==> src/rtl/dacrx_pkg.sv <==
package dacrx_pkg;

    localparam int BYTE_W = 8;
    localparam int SLOT_W = 4;

    typedef enum logic [2:0] {
        PH_IDLE,
        PH_ADDR,
        PH_CTRL,
        PH_HIGH,
        PH_LOW,
        PH_SKIP
    } phase_t;

    typedef struct packed {
        phase_t              phase;
        logic [SLOT_W-1:0]   slot;
        logic [BYTE_W-1:0]   shreg;
        logic                ack;
        logic                hs;
        logic [BYTE_W-1:0]   ctrl_pend;
        logic [BYTE_W-1:0]   hi;
        logic [2*BYTE_W-1:0] word;
        logic [BYTE_W-1:0]   ctrl;
        logic                upd;
    } frame_t;

endpackage

==> src/rtl/dacrx_sync.sv <==
module dacrx_sync #(
    parameter int STAGES = 2,
    parameter int W      = 2
) (
    input  logic         clk,
    input  logic         rst_n,
    input  logic [W-1:0] raw_i,
    output logic [W-1:0] sync_o
);
    for (genvar b = 0; b < W; b++) begin : g_line
        logic [STAGES-1:0] chain_d, chain_q;

        always_comb begin
            chain_d = {chain_q[STAGES-2:0], raw_i[b]};
        end

        always_ff @(posedge clk or negedge rst_n) begin
            if (!rst_n) chain_q <= '1;
            else        chain_q <= chain_d;
        end

        assign sync_o[b] = chain_q[STAGES-1];
    end
endmodule

==> src/rtl/dacrx_events.sv <==
module dacrx_events (
    input  logic clk,
    input  logic rst_n,
    input  logic scl_s,
    input  logic sda_s,
    output logic start_o,
    output logic stop_o,
    output logic rise_o,
    output logic fall_o
);
    logic scl_d, scl_q, sda_d, sda_q;

    always_comb begin
        scl_d   = scl_s;
        sda_d   = sda_s;
        start_o = scl_s & scl_q & sda_q & ~sda_s;
        stop_o  = scl_s & scl_q & ~sda_q & sda_s;
        rise_o  = scl_s & ~scl_q;
        fall_o  = ~scl_s & scl_q;
    end

    always_ff @(posedge clk or negedge rst_n) begin
        if (!rst_n) begin
            scl_q <= 1'b1;
            sda_q <= 1'b1;
        end else begin
            scl_q <= scl_d;
            sda_q <= sda_d;
        end
    end
endmodule

==> src/rtl/dacrx_frame.sv <==
module dacrx_frame
    import dacrx_pkg::*;
#(
    parameter logic [5:0] ADDR_HI = 6'b100110,
    parameter logic [4:0] MCODE   = 5'b00001
) (
    input  logic                clk,
    input  logic                rst_n,
    input  logic                start_i,
    input  logic                stop_i,
    input  logic                rise_i,
    input  logic                fall_i,
    input  logic                sda_s,
    input  logic                a_sel_i,
    output logic                ack_o,
    output logic                hs_o,
    output logic [2*BYTE_W-1:0] word_o,
    output logic [BYTE_W-1:0]   ctrl_o,
    output logic                upd_o
);
    localparam logic [SLOT_W-1:0] LAST_BIT = SLOT_W'(BYTE_W);
    localparam logic [SLOT_W-1:0] ACK_SLOT = SLOT_W'(BYTE_W + 1);

    frame_t f_d, f_q;
    logic   addr_ok;

    always_comb begin
        addr_ok = (f_q.shreg[7:1] == {ADDR_HI, a_sel_i}) && !f_q.shreg[0];
        f_d     = f_q;
        f_d.upd = 1'b0;
        if (stop_i) begin
            f_d.phase = PH_IDLE;
            f_d.slot  = '0;
            f_d.ack   = 1'b0;
            f_d.hs    = 1'b0;
        end else if (start_i) begin
            f_d.phase = PH_ADDR;
            f_d.slot  = '0;
            f_d.ack   = 1'b0;
        end else if (f_q.phase != PH_IDLE) begin
            if (rise_i && f_q.slot < ACK_SLOT) begin
                if (f_q.slot < LAST_BIT)
                    f_d.shreg = {f_q.shreg[BYTE_W-2:0], sda_s};
                f_d.slot = f_q.slot + 1'b1;
            end
            if (fall_i && f_q.slot == LAST_BIT) begin
                unique case (f_q.phase)
                    PH_ADDR: begin
                        if (f_q.shreg[7:3] == MCODE) f_d.hs  = 1'b1;
                        else                         f_d.ack = addr_ok;
                    end
                    PH_CTRL: begin
                        f_d.ack       = 1'b1;
                        f_d.ctrl_pend = f_q.shreg;
                    end
                    PH_HIGH: begin
                        f_d.ack = 1'b1;
                        f_d.hi  = f_q.shreg;
                    end
                    PH_LOW:  f_d.ack = 1'b1;
                    default: f_d.ack = 1'b0;
                endcase
            end else if (fall_i && f_q.slot == ACK_SLOT) begin
                f_d.slot = '0;
                f_d.ack  = 1'b0;
                unique case (f_q.phase)
                    PH_ADDR: f_d.phase = f_q.ack ? PH_CTRL : PH_SKIP;
                    PH_CTRL: f_d.phase = PH_HIGH;
                    PH_HIGH: f_d.phase = PH_LOW;
                    PH_LOW: begin
                        f_d.phase = PH_HIGH;
                        f_d.word  = {f_q.hi, f_q.shreg};
                        f_d.ctrl  = f_q.ctrl_pend;
                        f_d.upd   = 1'b1;
                    end
                    default: f_d.phase = PH_SKIP;
                endcase
            end
        end
    end

    always_ff @(posedge clk or negedge rst_n) begin
        if (!rst_n) begin
            f_q <= '{phase: PH_IDLE, default: '0};
        end else begin
            f_q <= f_d;
        end
    end

    assign ack_o  = f_q.ack;
    assign hs_o   = f_q.hs;
    assign word_o = f_q.word;
    assign ctrl_o = f_q.ctrl;
    assign upd_o  = f_q.upd;
endmodule

==> src/rtl/dac_word_i2c_rx.sv <==
module dac_word_i2c_rx #(
    parameter int         SYNC_STAGES = 2,
    parameter logic [5:0] ADDR_HI     = 6'b100110
) (
    input  logic        clk,
    input  logic        rst_n,
    input  logic        scl_i,
    input  logic        sda_i,
    input  logic        a_sel_i,
    output logic        sda_pull_o,
    output logic [15:0] word_o,
    output logic [7:0]  ctrl_o,
    output logic        load_pulse_o,
    output logic        hs_active_o
);
    logic scl_s, sda_s;
    logic ev_start, ev_stop, ev_rise, ev_fall;

    dacrx_sync #(.STAGES(SYNC_STAGES), .W(2)) u_sync (
        .clk    (clk),
        .rst_n  (rst_n),
        .raw_i  ({scl_i, sda_i}),
        .sync_o ({scl_s, sda_s})
    );

    dacrx_events u_events (
        .clk     (clk),
        .rst_n   (rst_n),
        .scl_s   (scl_s),
        .sda_s   (sda_s),
        .start_o (ev_start),
        .stop_o  (ev_stop),
        .rise_o  (ev_rise),
        .fall_o  (ev_fall)
    );

    dacrx_frame #(.ADDR_HI(ADDR_HI)) u_frame (
        .clk     (clk),
        .rst_n   (rst_n),
        .start_i (ev_start),
        .stop_i  (ev_stop),
        .rise_i  (ev_rise),
        .fall_i  (ev_fall),
        .sda_s   (sda_s),
        .a_sel_i (a_sel_i),
        .ack_o   (sda_pull_o),
        .hs_o    (hs_active_o),
        .word_o  (word_o),
        .ctrl_o  (ctrl_o),
        .upd_o   (load_pulse_o)
    );
endmodule

==> config.mk <==
export PLATFORM = sky130hd
export DESIGN_NAME = dac_word_i2c_rx
export DESIGN_NICKNAME = d
export VERILOG_FILES = /design/src/rtl/dacrx_pkg.sv /design/src/rtl/dacrx_sync.sv /design/src/rtl/dacrx_events.sv /design/src/rtl/dacrx_frame.sv /design/src/rtl/dac_word_i2c_rx.sv
export SDC_FILE = /design/constraint.sdc
export NUM_CORES = 1
export LEC_CHECK = 0
export CORE_MARGIN = 4
export CORE_UTILIZATION = 34
export DETAILED_ROUTE_END_ITERATION = 6
export GPL_TIMING_DRIVEN = 0
export PLACE_DENSITY_LB_ADDON = 0.3
export SYNTH_ARGS = -nofsm -noshare
export SYNTH_HDL_FRONTEND = slang
export SYNTH_SLANG_ARGS = --single-unit
export TNS_END_PERCENT = 50
==> constraint.sdc <==
create_clock -name clk -period 2.95 [get_ports clk]
set_input_delay 0.885 -clock clk [delete_from_list [all_inputs] [get_ports clk]]
set_output_delay 0.885 -clock clk [all_outputs]
set_load 0.01 [all_outputs]
# ---- Yosys cells after proc, flatten, opt, wreduce, memory -nomap -nowiden
# Index checks and enable logic that the tools add are counted.
dict set report op_classes {
  magnitude_cmp 2
  bitwise 14
  n_reduce_logical 22
  add_sub_neg 1
  muxes 25
  eq_ne 11
}
# operator count
set op_table {}
lappend op_table {{$mux W25} 3}
lappend op_table {{$mux W58} 1}
lappend op_table {{$mux W42} 1}
lappend op_table {{$mux W7} 4}
lappend op_table {{$mux W8} 3}
lappend op_table {{$reduce_and A5 Y1} 4}
lappend op_table {{$mux W17} 1}
lappend op_table {{$mux W12} 1}
lappend op_table {{$pmux W3 S3} 1}
lappend op_table {{$reduce_bool A3 Y1} 3}
lappend op_table {{$eq A4 B4 Y1 const B} 2}
lappend op_table {{$lt A4 B4 Y1 const B} 2}
lappend op_table {{$reduce_bool A2 Y1} 4}
lappend op_table {{$and A1 B1 Y1} 7}
lappend op_table {{$eq A7 B7 Y1} 1}
lappend op_table {{$mux W1} 7}
lappend op_table {{$not A1 Y1} 7}
lappend op_table {{$eq A3 B2 Y1 const B} 2}
lappend op_table {{$reduce_and A3 Y1} 2}
lappend op_table {{$reduce_and A6 Y1} 1}
lappend op_table {{$eq A5 B1 Y1 const B} 1}
lappend op_table {{$ne A5 B5 Y1 const B} 1}
lappend op_table {{$add A4 B1 Y4 const B} 1}
lappend op_table {{$logic_and A1 B1 Y1} 4}
lappend op_table {{other kinds (11)} 11}
dict set report word_totals {
  in_bits 5
  elab_cells 89
  output_inout_bits 27
  ff_bits 64
}

# ---- Longest topological paths before layout
# Gate-level depths: netlist of run 1.
dict set report logic_depth {
  word_depth 9
  mapped_depth 7
  depth_no_buf 6
}

# ---- Modules after synthesis
# From an unflattened synthesis of run 1, not the netlist that was laid out.
dict set report unflattened {
  hier_cells 220
  hier_area_um2 2964.1
}
# mod seq_area_each_um2 instances area_per_inst_um2 cells_per_inst
set modules_own_cells {}
lappend modules_own_cells {dacrx_frame 1451.4 1 2758.9 208}
lappend modules_own_cells {dacrx_sync 105.1 1 120.1 6}
lappend modules_own_cells {dacrx_events 52.6 1 85.1 6}

# ---- Worst setup path after synthesis of run 1
# No wires, ideal clock.
dict set report synth_path {
  path_kind {register to register}
  startpoint {reg u_events.scl_q}
  endpoint {reg u_frame.f_q[25] (netlist name)}
  setup_ns 0.125
  required_ns 2.825
  n_path_buf 1
  setup_slack_ns 1.174
  t_arrival_ns 1.651
  synth_period_minus_slack_ns 1.776
  stages_incl_launch_ff 6
  path_cell_list {dfstp_2 and4bb_1 nand2_1 or3_1 buf_6 mux2_4}
}
dict set report synth_between {
  elab_chain_len 5
  word_cells_on_any_way 10
  cone_classes {bitwise: 8; reduce/logical: 2}
}
# element line_no
set synth_lines {}
lappend synth_lines {{from (decl)} dacrx_events.sv:11} ;# logic scl_d, scl_q, sda_d, sda_q;
lappend synth_lines {{from (signal assigned)} dacrx_events.sv:27} ;# scl_q <= scl_d;
lappend synth_lines {{$and A1 B1 Y1} {dacrx_events.sv:16, dacrx_events.sv:17}}
lappend synth_lines {{$and A1 B1 Y1 (on tied branches) (2 in a row)} {dacrx_events.sv:17, dacrx_events.sv:16}}
lappend synth_lines {{$not A1 Y1 (no source line)} -}
lappend synth_lines {{$reduce_and A5 Y1 (no source line) *} -}
lappend synth_lines {{to (signal assigned)} dacrx_frame.sv:84} ;# f_q <= '{phase: PH_IDLE, default: '0};
lappend synth_lines {{to (signal assigned)} dacrx_frame.sv:86} ;# f_q <= f_d;
lappend synth_lines {{to (decl)} dacrx_frame.sv:24} ;# frame_t f_d, f_q;
# Mark *: on every way between the ends. The rest lies on a longest branch, timed or not.
# A chain may end at the register's enable or synchronous reset.

# ---- Final worst setup path of run 1
dict set report layout_path {
  startpoint {reg u_frame.f_q (netlist bit u_frame.ack_o)}
  endpoint {out sda_pull_o}
}
# element line_no
set layout_rtl {}
lappend layout_rtl {{to (decl)} dac_word_i2c_rx.sv:10} ;# output logic sda_pull_o,
# No word-level cell between the ends.

==> key figures, run 1 <==
Layout
  • # diodes: 0
  • Synth-to-layout area growth: 20.1%
  • Final-stage net count: 264
  • Share of layout cells above drive strength 1: 0.400
  • Most common cell after layout, fill and taps aside: dfrtp_1
  • Layout Cells excl Fill: 365
  • Most frequent cells in the layout: dfrtp_1 (58), mux2_4 (35), clkdlybuf4s50_1 (30), buf_4 (26), mux2_2 (13)

Flow run
  • Max-Cap Viols: 0

GRT
  • Grt peak-use layer: met2
  • Largest net degree at the start of global routing: 65
  • Total track usage: 0.112
  • Met1 usage: 0.151
  • First-pass GRT wire length: 8.87 mm
  • Initial antenna violation count: 0
  • Total gr overflow: 0
  • M3 GR Usage: 0.0471
  • GRT met2 Usage: 0.160
  • Vias in the first global route: 1733

Clock tree
  • Worst skew pair latency: 0.34 ns
  • Number of CTS-inserted buffers: 9
  • Hold buffer count at cts: 0
  • H-tree levels: 3
  • Postcts setup bufs: 0
  • CTS clk-pin slew, worst paths: 0.07 ns
  • Clock root buffer: clkbuf_8
  • CTS tree: built
  • Post-cts resize count: 0
  • Longest Clk Path Bufs: 2
  • Clock sink count: 64

Power
  • Static leakage: 1.80 nW
  • PwrDens: 536 nW/µm²
  • Maximum VDD drop: 0.246 mV

Synthesis
  • Register area share after synthesis: 0.537
  • Post-Synthesis Cells: 214
  • Post-Syn Area per Cell: 14.0 µm²
  • Cell accounting for the most synthesized area: dfrtp_1
  • Mapped Nets: 222
  • Area fraction of the dominant cell type after synthesis: 0.485
  • Post-Syn Area: 3000 µm²
  • Dominant cells by area after synthesis: dfrtp_1 (48%), mux2_4 (18%), buf_4 (6.3%)
  • Synth unique cells: 40
  • Synth Register Bits: 64
  • Yosys Warn Count: 0

Worst setup path
  • Crit path cell chain: clkdlybuf4s50_1
  • R2R Path Start: u_events.scl_q
  • Worst-path fanout max: 5
  • Worst r2r dst: u_frame.word_o[7]
  • CP max stage delay: 0.58 ns
  • CP Capture Type: output pin
  • CP required: 2.07 ns
  • Crit path launch type: register
  • Critical Path AT: 1.37 ns
  • Crit path max-delay family: buffers and inverters
  • Cell depth of the worst flop-to-flop path: 6
  • Bufs and invs on worst path: 1
  • Slowest CP cell: clkdlybuf4s50_1
  • R2R setup slack: 1.04 ns
  • Setup CP Type: reg -> out

Placed design
  • Final GP Congestion: 0.742
  • Hpwl dp: 3.42 mm
  • PortBufs: 31
  • Dpl cells: 350
  • Pre-CTS WS: 1.01 ns

STA
  • Final hold vios: 0
  • Final worst slack: 0.691 ns
  • Fmax: 443 MHz
  • Fin crit period: 2.26 ns
  • Unrepaired setup endpoints after global routing: false
  • Fin. max-slew vios: 0
  • Slew @ Worst Pin: 0.781 ns
  • Setup_tns: 0 ns
  • Final setup fails: 0
  • Rel. slew slack: 0.480
  • Tcrit/Tclk final: 0.766
  • Hold slack: 0.356 ns
  • Clk_skew: 0.00795 ns

Drt
  • DR vias: 1682
  • DRT Pass-1 Iters: 4
  • Routed Antenna Nets: 0
  • Iteration-0 DRC count of the detailed router: 51
  • Drc violations: 0
  • WL per Instance: 13.8 µm
  • Drt via density: 4.61
  • Total Routed Length: 5.05 mm

Floorplan
  • Number of top-level pins: 32
  • Die Height: 102 µm
  • Row Count: 33
  • Initial core utilization: 0.357
  • Die X: 102 µm
  • Die area: 10400 µm²
  • Core area: 8380 µm²

Hold path
  • Hold/Removal Path Class: reg -> reg
  • Min-Delay Startpoint: u_sync.g_line[0].chain_q[0]
  • WHS Endpoint: u_sync.g_line[0].chain_q[1]
  • Hold Crit Depth: 0

Run status
  • Status: finished, final reports clean
cells in the mapped netlist, drive strengths merged:
cell     instances
a2111oi          1
a211oi           4
a21bo            1
a21o             1
a21oi            3
a22o             2
a22oi            1
a311oi           1
a32oi            1
a41oi            1
and3b            1
and4bb           1
buf             32
clkbuf           1
dfrtp           58
dfstp            6
ha               3
inv              7
mux2            48
nand2            6
nand2b           3
nand3            3
nand3b           1
nand4            2
nor2             6
nor2b            2
nor3             2
nor4b            2
nor4bb           1
o211a            1
o21ai            2
o221ai           1
o22ai            1
o31ai            1
or3              4
xnor2            3
layer usage:
| layer | part of all wire | routed length (µm) |
|---|---|---|
| met5 | 0 | 0 |
| met4 | 0.012 | 60 |
| met3 | 0.060 | 304 |
| met2 | 0.44 | 2250 |
| met1 | 0.48 | 2440 |
kinds of logic (layout without fill, tap and decap cells):
group / Yosys count / count (layout) / synth area share
xor gates and xnor gates: 3 / 3 / 0.00877
DFF: 64 / 64 / 0.537
muxes: 48 / 48 / 0.224
AOI/OAI and AO/OA: 22 / 22 / 0.0551
buffers and inverters: 40 / 86 / 0.0927
and+or+nand+nor: 34 / 34 / 0.0693
adders and majority gates: 3 / 3 / 0.0125
sequential cells by signal (all words and copies together), names as in the netlist:
signal                 flops
u_frame.hs_o               1
u_sync.g_line.chain_q      4
u_frame.upd_o              1
u_events.scl_q             1
u_frame.f_q               31
u_frame.ctrl_o             8
u_frame.ack_o              1
u_events.sda_q             1
u_frame.word_o            16
through the flow:
| stage | util | instance area (µm²) | power, W |
|---|---|---|---|
| floorplan | - | 3000 | 0.00122 |
| global placement | 0.410 | 3440 | 0.00131 |
| detailed placement | 0.410 | 3430 | 0.00132 |
| CTS | 0.429 | 3600 | 0.00196 |
| global route | 0.429 | 3600 | 0.00205 |
| finish | 0.429 | 3600 | 0.00193 |
worst max path at each step:
stage,startpoint,to,slack [ns],cells after the start
6_report,u_frame.ack_o,sda_pull_o,0.69,1
2_1_floorplan,u_events.scl_q,u_frame.f_q[25],1.17,5
5_1_grt,u_frame.ack_o,sda_pull_o,0.60,1
3_3_place_gp,rst_n,u_frame.f_q[52],-1.08,1
4_1_cts,u_frame.ack_o,sda_pull_o,0.67,1
3_5_place_dp,a_sel_i,u_frame.ack_o,1.01,5
power breakdown:
| part | switching, W | leakage, nW | internal [W] |
|---|---|---|---|
| registers | 0.000123 | 0.850 | 0.000956 |
| logic | 0.000105 | 0.870 | 0.000116 |
| clock network | 0.000333 | 0.0769 | 0.000294 |
final cells by class:
| class | count | area, µm² |
|---|---|---|
| Multi-Input combinational cell | 110 | 1110 |
| Clock inverter | 6 | 37.5 |
| Inverter | 7 | 26.3 |
| Timing Repair Buffer | 31 | 308 |
| Clock buffer | 9 | 124 |
| Fill cell | 797 | 4790 |
| Tap cell | 105 | 131 |
| Sequential cell | 64 | 1610 |
| Buffer | 33 | 251 |
Power figures use the tool's default switching activity.
==> run 2, diff against run 1 <==
Clock period 2.95 ns to 2.31 ns, I/O delays scaled along.
==> results of run 2 <==
Same layout as run 1 (identical final DEF). Status: finished, final reports clean.
Main changes from that run: setup slack after placement 1.01 ns -> 0.395 ns; setup slack after layout 0.691 ns -> 0.243 ns; register-to-register setup slack 1.04 ns -> 0.40 ns; total power 0.00193 W -> 0.00246 W; worst IR drop on VDD 0.246 mV -> 0.315 mV
